==> src/rtl/pio_dac_pkg.sv <==
package pio_dac_pkg;
  localparam int BYTE_W = 8;
  localparam logic [3:0] ADDR_FIXED = 4'b1001;

  typedef enum logic [1:0] {TGT_NONE, TGT_PORT_ONE, TGT_PORT_RUN, TGT_DAC} tgt_kind_e;

  typedef struct packed {
    tgt_kind_e  kind;
    logic [2:0] idx;
  } tgt_sel_t;

  typedef enum logic [3:0] {
    ST_IDLE, ST_ADDR, ST_ADDR_ACK, ST_CODE, ST_CODE_ACK,
    ST_WDATA, ST_WDATA_ACK, ST_RDATA, ST_RACK, ST_WAIT
  } eng_st_e;

  // Target-code decode: wide_dac opens channels 5..8.
  function automatic tgt_sel_t decode_code(input logic [3:0] code, input logic wide_dac);
    tgt_sel_t s;
    s.kind = TGT_NONE;
    s.idx  = '0;
    if (code == 4'd0)
      s.kind = TGT_PORT_ONE;
    else if (code == 4'd15)
      s.kind = TGT_PORT_RUN;
    else if (code <= 4'd4 || (wide_dac && code <= 4'd8)) begin
      s.kind = TGT_DAC;
      s.idx  = 3'(code - 4'd1);
    end
    return s;
  endfunction

  // Port bits that exist in the selected split.
  function automatic logic [BYTE_W-1:0] port_mask(input logic narrow);
    return narrow ? 8'h0F : 8'hFF;
  endfunction
endpackage

==> src/rtl/pdb_line_sync.sv <==
module pdb_line_sync #(
  parameter int STAGES = 2
) (
  input  logic clk,
  input  logic rst_n,
  input  logic scl_raw,
  input  logic sda_raw,
  output logic scl_rise,
  output logic scl_fall,
  output logic sda_q,
  output logic start_det,
  output logic stop_det
);
  localparam int TOP = STAGES;

  logic [TOP:0] scl_sh, sda_sh;

  always_ff @(posedge clk or negedge rst_n) begin
    if (!rst_n) begin
      scl_sh <= '1;
      sda_sh <= '1;
    end else begin
      scl_sh <= {scl_sh[TOP-1:0], scl_raw};
      sda_sh <= {sda_sh[TOP-1:0], sda_raw};
    end
  end

  logic scl_new, scl_old, sda_new, sda_old;
  assign scl_new = scl_sh[TOP-1];
  assign scl_old = scl_sh[TOP];
  assign sda_new = sda_sh[TOP-1];
  assign sda_old = sda_sh[TOP];

  assign sda_q     = sda_new;
  assign scl_rise  = scl_new & ~scl_old;
  assign scl_fall  = ~scl_new & scl_old;
  assign start_det = scl_new & scl_old & sda_old & ~sda_new;
  assign stop_det  = scl_new & scl_old & ~sda_old & sda_new;
endmodule

==> src/rtl/pdb_serial_engine.sv <==
module pdb_serial_engine
  import pio_dac_pkg::*;
(
  input  logic              clk,
  input  logic              rst_n,
  input  logic              scl_rise,
  input  logic              scl_fall,
  input  logic              sda_q,
  input  logic              start_det,
  input  logic              stop_det,
  input  logic [2:0]        strap,
  input  logic [BYTE_W-1:0] rd_sample,
  output logic              sda_pull,
  output logic              ev_port_wr,
  output logic              ev_dac_wr,
  output logic              ev_sample,
  output logic [BYTE_W-1:0] wr_byte,
  output logic [2:0]        dac_idx,
  output logic              in_wait
);
  eng_st_e           st;
  logic [3:0]        bitcnt;
  logic [BYTE_W-1:0] shreg;
  tgt_sel_t          sel;
  logic              used;
  logic              rd;
  logic              mack;

  logic addr_hit;
  assign addr_hit = (shreg[7:1] == {ADDR_FIXED, strap});
  assign wr_byte  = shreg;
  assign dac_idx  = sel.idx;
  assign in_wait  = (st == ST_WAIT);

  always_ff @(posedge clk or negedge rst_n) begin
    if (!rst_n) begin
      st         <= ST_IDLE;
      bitcnt     <= '0;
      shreg      <= '0;
      sel        <= '0;
      used       <= 1'b0;
      rd         <= 1'b0;
      mack       <= 1'b0;
      sda_pull   <= 1'b0;
      ev_port_wr <= 1'b0;
      ev_dac_wr  <= 1'b0;
      ev_sample  <= 1'b0;
    end else begin
      ev_port_wr <= 1'b0;
      ev_dac_wr  <= 1'b0;
      ev_sample  <= 1'b0;
      if (start_det) begin
        st       <= ST_ADDR;
        bitcnt   <= '0;
        sda_pull <= 1'b0;
      end else if (stop_det) begin
        st       <= ST_IDLE;
        sda_pull <= 1'b0;
      end else begin
        case (st)
          ST_ADDR, ST_CODE, ST_WDATA: begin
            if (scl_rise && bitcnt != 4'd8) begin
              shreg  <= {shreg[6:0], sda_q};
              bitcnt <= bitcnt + 4'd1;
            end else if (scl_fall && bitcnt == 4'd8) begin
              bitcnt <= '0;
              if (st == ST_ADDR) begin
                if (addr_hit) begin
                  sda_pull <= 1'b1;
                  rd       <= shreg[0];
                  st       <= ST_ADDR_ACK;
                end else begin
                  st <= ST_WAIT;
                end
              end else if (st == ST_CODE) begin
                sel      <= decode_code(shreg[3:0], strap[2]);
                sda_pull <= 1'b1;
                st       <= ST_CODE_ACK;
              end else begin
                sda_pull <= 1'b1;
                st       <= ST_WDATA_ACK;
              end
            end
          end
          ST_ADDR_ACK: begin
            if (scl_fall) begin
              if (rd) begin
                shreg     <= rd_sample;
                sda_pull  <= ~rd_sample[7];
                bitcnt    <= 4'd1;
                ev_sample <= 1'b1;
                st        <= ST_RDATA;
              end else begin
                sda_pull <= 1'b0;
                st       <= ST_CODE;
              end
            end
          end
          ST_CODE_ACK: begin
            if (scl_fall) begin
              sda_pull <= 1'b0;
              used     <= 1'b0;
              st       <= ST_WDATA;
            end
          end
          ST_WDATA_ACK: begin
            if (scl_fall) begin
              sda_pull   <= 1'b0;
              st         <= ST_WDATA;
              used       <= 1'b1;
              ev_port_wr <= (sel.kind == TGT_PORT_RUN) || (sel.kind == TGT_PORT_ONE && !used);
              ev_dac_wr  <= (sel.kind == TGT_DAC) && !used;
            end
          end
          ST_RDATA: begin
            if (scl_fall) begin
              if (bitcnt == 4'd8) begin
                sda_pull <= 1'b0;
                st       <= ST_RACK;
              end else begin
                sda_pull <= ~shreg[6];
                shreg    <= {shreg[6:0], 1'b0};
                bitcnt   <= bitcnt + 4'd1;
              end
            end
          end
          ST_RACK: begin
            if (scl_rise) begin
              mack <= ~sda_q;
            end else if (scl_fall) begin
              if (mack) begin
                shreg     <= rd_sample;
                sda_pull  <= ~rd_sample[7];
                bitcnt    <= 4'd1;
                ev_sample <= 1'b1;
                st        <= ST_RDATA;
              end else begin
                st <= ST_WAIT;
              end
            end
          end
          default: ;
        endcase
      end
    end
  end
endmodule

==> src/rtl/pdb_target_regs.sv <==
module pdb_target_regs
  import pio_dac_pkg::*;
#(
  parameter int NCH = 8
) (
  input  logic                  clk,
  input  logic                  rst_n,
  input  logic                  narrow,
  input  logic                  ev_port_wr,
  input  logic                  ev_dac_wr,
  input  logic                  ev_sample,
  input  logic [BYTE_W-1:0]     wr_byte,
  input  logic [2:0]            dac_idx,
  output logic [BYTE_W-1:0]     pin_out,
  output logic [BYTE_W-1:0]     pin_oe,
  output logic [NCH*BYTE_W-1:0] dac_level
);
  always_ff @(posedge clk or negedge rst_n) begin
    if (!rst_n) begin
      pin_out <= '0;
      pin_oe  <= '0;
    end else if (ev_port_wr) begin
      pin_out <= wr_byte & port_mask(narrow);
      pin_oe  <= port_mask(narrow);
    end else if (ev_sample) begin
      pin_oe <= '0;
    end
  end

  for (genvar ch = 0; ch < NCH; ch++) begin : g_ch
    always_ff @(posedge clk or negedge rst_n) begin
      if (!rst_n)
        dac_level[ch*BYTE_W +: BYTE_W] <= '0;
      else if (ev_dac_wr && dac_idx == 3'(ch))
        dac_level[ch*BYTE_W +: BYTE_W] <= wr_byte;
    end
  end
endmodule

==> src/rtl/pio_dac_bridge.sv <==
module pio_dac_bridge
  import pio_dac_pkg::*;
#(
  parameter int NCH = 8,
  parameter int SYNC_STAGES = 2
) (
  input  logic                  clk,
  input  logic                  rst_n,
  input  logic                  scl_i,
  input  logic                  sda_i,
  output logic                  sda_pull,
  input  logic [2:0]            strap,
  input  logic [BYTE_W-1:0]     pin_in,
  output logic [BYTE_W-1:0]     pin_out,
  output logic [BYTE_W-1:0]     pin_oe,
  output logic [NCH*BYTE_W-1:0] dac_level
);
  logic scl_rise, scl_fall, sda_q, start_det, stop_det;
  logic ev_port_wr, ev_dac_wr, ev_sample, in_wait;
  logic [BYTE_W-1:0] wr_byte, rd_sample;
  logic [2:0] dac_idx;

  assign rd_sample = pin_in & port_mask(strap[2]);

  pdb_line_sync #(.STAGES(SYNC_STAGES)) u_sync (
    .clk(clk), .rst_n(rst_n), .scl_raw(scl_i), .sda_raw(sda_i),
    .scl_rise(scl_rise), .scl_fall(scl_fall), .sda_q(sda_q),
    .start_det(start_det), .stop_det(stop_det)
  );

  pdb_serial_engine u_eng (
    .clk(clk), .rst_n(rst_n), .scl_rise(scl_rise), .scl_fall(scl_fall),
    .sda_q(sda_q), .start_det(start_det), .stop_det(stop_det),
    .strap(strap), .rd_sample(rd_sample), .sda_pull(sda_pull),
    .ev_port_wr(ev_port_wr), .ev_dac_wr(ev_dac_wr), .ev_sample(ev_sample),
    .wr_byte(wr_byte), .dac_idx(dac_idx), .in_wait(in_wait)
  );

  pdb_target_regs #(.NCH(NCH)) u_regs (
    .clk(clk), .rst_n(rst_n), .narrow(strap[2]),
    .ev_port_wr(ev_port_wr), .ev_dac_wr(ev_dac_wr), .ev_sample(ev_sample),
    .wr_byte(wr_byte), .dac_idx(dac_idx),
    .pin_out(pin_out), .pin_oe(pin_oe), .dac_level(dac_level)
  );
endmodule

==> config.mk <==
export PLATFORM = sky130hd
export DESIGN_NAME = pio_dac_bridge
export DESIGN_NICKNAME = d
export VERILOG_FILES = /design/src/rtl/pio_dac_pkg.sv /design/src/rtl/pdb_line_sync.sv /design/src/rtl/pdb_serial_engine.sv /design/src/rtl/pdb_target_regs.sv /design/src/rtl/pio_dac_bridge.sv
export SDC_FILE = /design/constraint.sdc
export NUM_CORES = 1
export LEC_CHECK = 0
export BUFFER_PORTS_ARGS = -buffer_cell sky130_fd_sc_hd__buf_2
export CAP_MARGIN = 20
export CORE_MARGIN = 1.5
export CORE_UTILIZATION = 60
export CTS_BUF_LIST = sky130_fd_sc_hd__clkbuf_16
export DETAILED_ROUTE_END_ITERATION = 10
export GPL_ROUTABILITY_DRIVEN = 0
export GPL_TIMING_DRIVEN = 0
export PLACE_DENSITY = 0.85
export SKIP_CTS_REPAIR_TIMING = 1
export SYNTH_ARGS = -nofsm -noshare
export SYNTH_HDL_FRONTEND = slang
export SYNTH_HIERARCHICAL = 1
export SYNTH_SLANG_ARGS = --single-unit
==> constraint.sdc <==
create_clock -name clk -period 3.72 [get_ports clk]
set_clock_uncertainty 0.15 [all_clocks]
set_input_delay 0.186 -clock clk [delete_from_list [all_inputs] [get_ports clk]]
set_output_delay 0.186 -clock clk [all_outputs]
set_load 0.03 [all_outputs]
==> flow_summary.toml <==
[status]
outcome = "finished with violations"
violations = "negative hold slack"

[yosys]
yosysWarnings = 6
syn-mean-instance-area_um2 = 11.9
syn_area_um2 = 5140
synthesis.nets = 451
synthCells = 431

[floorplanning]
initial_core_util_pct = 62.3
num_rows = 33
dieArea_um2 = 9140
io_pins = 96
die_width_um = 95.6
core_region_area_um2 = 8260
die_y_um = 95.6

[sta]
setup_viol = 0
fmax_mhz = 365
relSlewSlack_pct = 55.6
rsz0062_at_grt = "no"
report.final.slew_viol_count = 0
hold_slack_ns = -0.0168
setup_tns_ns = 0
max_slew.worst_pin.slew_ns = 0.664
worst_slack_ns = 0.983
final-hold-violation-count = 1
fin_crit_ns = 2.74
timing.final.crit_share_pct = 73.6

[worst_setup_path]
reg2reg_depth = 6
regToRegStartpoint = "u_sync/sda_sh[1]"
rrSetupSlack_ns = 0.98
worstSetupEndpointType = "flop"
worstSetupStartpointType = "flop"
r2r_end = "u_eng/wr_byte[2]"
cp_max_fo = 10
critPathKind = "reg -> reg"
crit_arrival_ns = 2.81
crit_required_ns = 3.80

[route]
wl_per_cell_um = 17.2
antenna_left = 0
route.met3.wl_um = 805
postRouteWirelength_mm = 11.2
top_layer_used = "met4"
drt-initial-drc-count = 240
firstDrtPassIters = 4
wl_met1_mm = 4.82
drcViolationCount = 0
vias_per_cell = 5.87
met2WireLength_mm = 5.47
vias = 3819

[final_layout]
seqCellArea_um2 = 2710
syn_to_final_growth_pct = 18.6
diodes = 0
multi_input_area_um2 = 2180
final_layout_size_suffix_gt1_share_pct = 41.2
fin_area_um2 = 6100
finalNetCount = 561
fillers = 572

[placed_design]
place_area_um2 = 5780
dpl_worst_slack_ns = 1.06
hpwl_mm = 7.77
portBuffers = 95

[worst_hold_path]
holdPathStages = 3
hold_path_class = "in -> reg"
holdPathEnd = "u_eng/wr_byte[1]"
min_from = "pin_in[1]"

[global_routing]
grt_max_degree = 64
grt_pass1_wl_mm = 17.9
grt_pass1_vias = 3620
grt-ovfl-total = 0
grt.total_usage_pct = 26.1
antenna_found_initial = 0

[pwr]
p_per_area_nw_per_um2 = 604
leakagePower_nw = 3.25
max-vdd-ir-drop_mv = 0.416

[clocking]
clock-root-buffer = "clkbuf_16"
cts.sinks = 108
tritoncts = "built"
worstSkewPairLatency_ns = 0.34
cts_made_buffers = 9
path_clk_slew_ns = 0.07
clock_path_buffers = 2
cts_max_level = 3

[job]
cap_violations = 0
## power by group
| group | leakage (nW) | switching, W | total (W) | internal [W] |
|---|---|---|---|---|
| logic | 1.69 | 0.000706 | 0.00124 | 0.000534 |
| registers | 1.42 | 0.000235 | 0.00153 | 0.00130 |
| clock network | 0.143 | 0.000444 | 0.000914 | 0.000470 |
## cell usage in the layout, fill, tap and decap left out, types with 5 or more instances in the layout
cell type and count:
o31ai_1 5, buf_2 106, nor2_1 11, xnor2_1 5
o21ai_0 16, nor3_1 6, nand2b_1 9, mux2i_1 5
mux2_2 69, dfrtp_1 102, nand2_1 32, clkbuf_16 9
inv_1 17, nand3b_1 5, a21oi_1 13, nand3_1 10
dfstp_2 6, nor2b_1 13, buf_4 14, mux2_4 6
ha_1 5, clkbuf_1 5
## through the flow
step	util, %	std cells	total power [W]
final	73.9	651	0.00369
after global routing	73.9	651	0.00389
after CTS	73.5	648	0.00369
after detailed placement	70.0	632	0.00277
after global placement	69.6	631	0.00271
after floorplan	-	431	0.00240
## sequential cells by signal, indices dropped and copies added (netlist names), 2 cells and up
name / flops
u_eng/st: 4
u_eng/wr_byte: 8
u_regs/pin_out: 8
u_eng/dac_idx: 3
u_regs/dac_level: 64
u_eng/bitcnt: 4
u_sync/scl_sh: 3
u_sync/sda_sh: 3
u_regs/pin_oe: 2
u_eng/sel: 2
## final cells by class
type | instances | area share, %
Tap cell | 105 | 2.15
Clock inverter | 7 | 1.09
Sequential cell | 108 | 44.4
Multi-Input combinational cell | 275 | 35.8
Inverter | 17 | 1.05
Clock buffer | 9 | 3.69
Timing Repair Buffer | 99 | 8.78
Buffer | 31 | 3.08
## how the worst max path moves through the flow
stage | startpoint | end | slack [ns] | depth (start not counted)
finish | u_sync/sda_sh[1] | u_eng/wr_byte[2] | 0.98 | 6
global route | u_sync/sda_sh[1] | u_eng/wr_byte[6] | 0.87 | 6
CTS | u_sync/sda_sh[1] | u_eng/wr_byte[7] | 1.00 | 6
detailed placement | u_sync/sda_sh[1] | u_eng/wr_byte[7] | 1.06 | 6
global placement | u_sync/sda_sh[1] | u_eng/wr_byte[2] | 1.06 | 6
floorplan | u_sync/sda_sh[1] | u_eng/wr_byte[2] | 1.38 | 6
## metal layers
metal  global-route usage (%)  vias to the layer above
met1                     35.2                     1902
met4                     8.46                        0
met2                     42.8                      141
li1                         -                     1765
met5                        0                        -
met3                     4.39                       11
## critical path, stage by stage (launching register included)
cell     delay [ns]
dfstp_2        0.56
and4b_1        0.28
nor2_1         0.55
nand3_1        0.12
or3_1          0.42
buf_2          0.22
mux2_4         0.32
No activity file was read; power rests on OpenSTA's default activity.
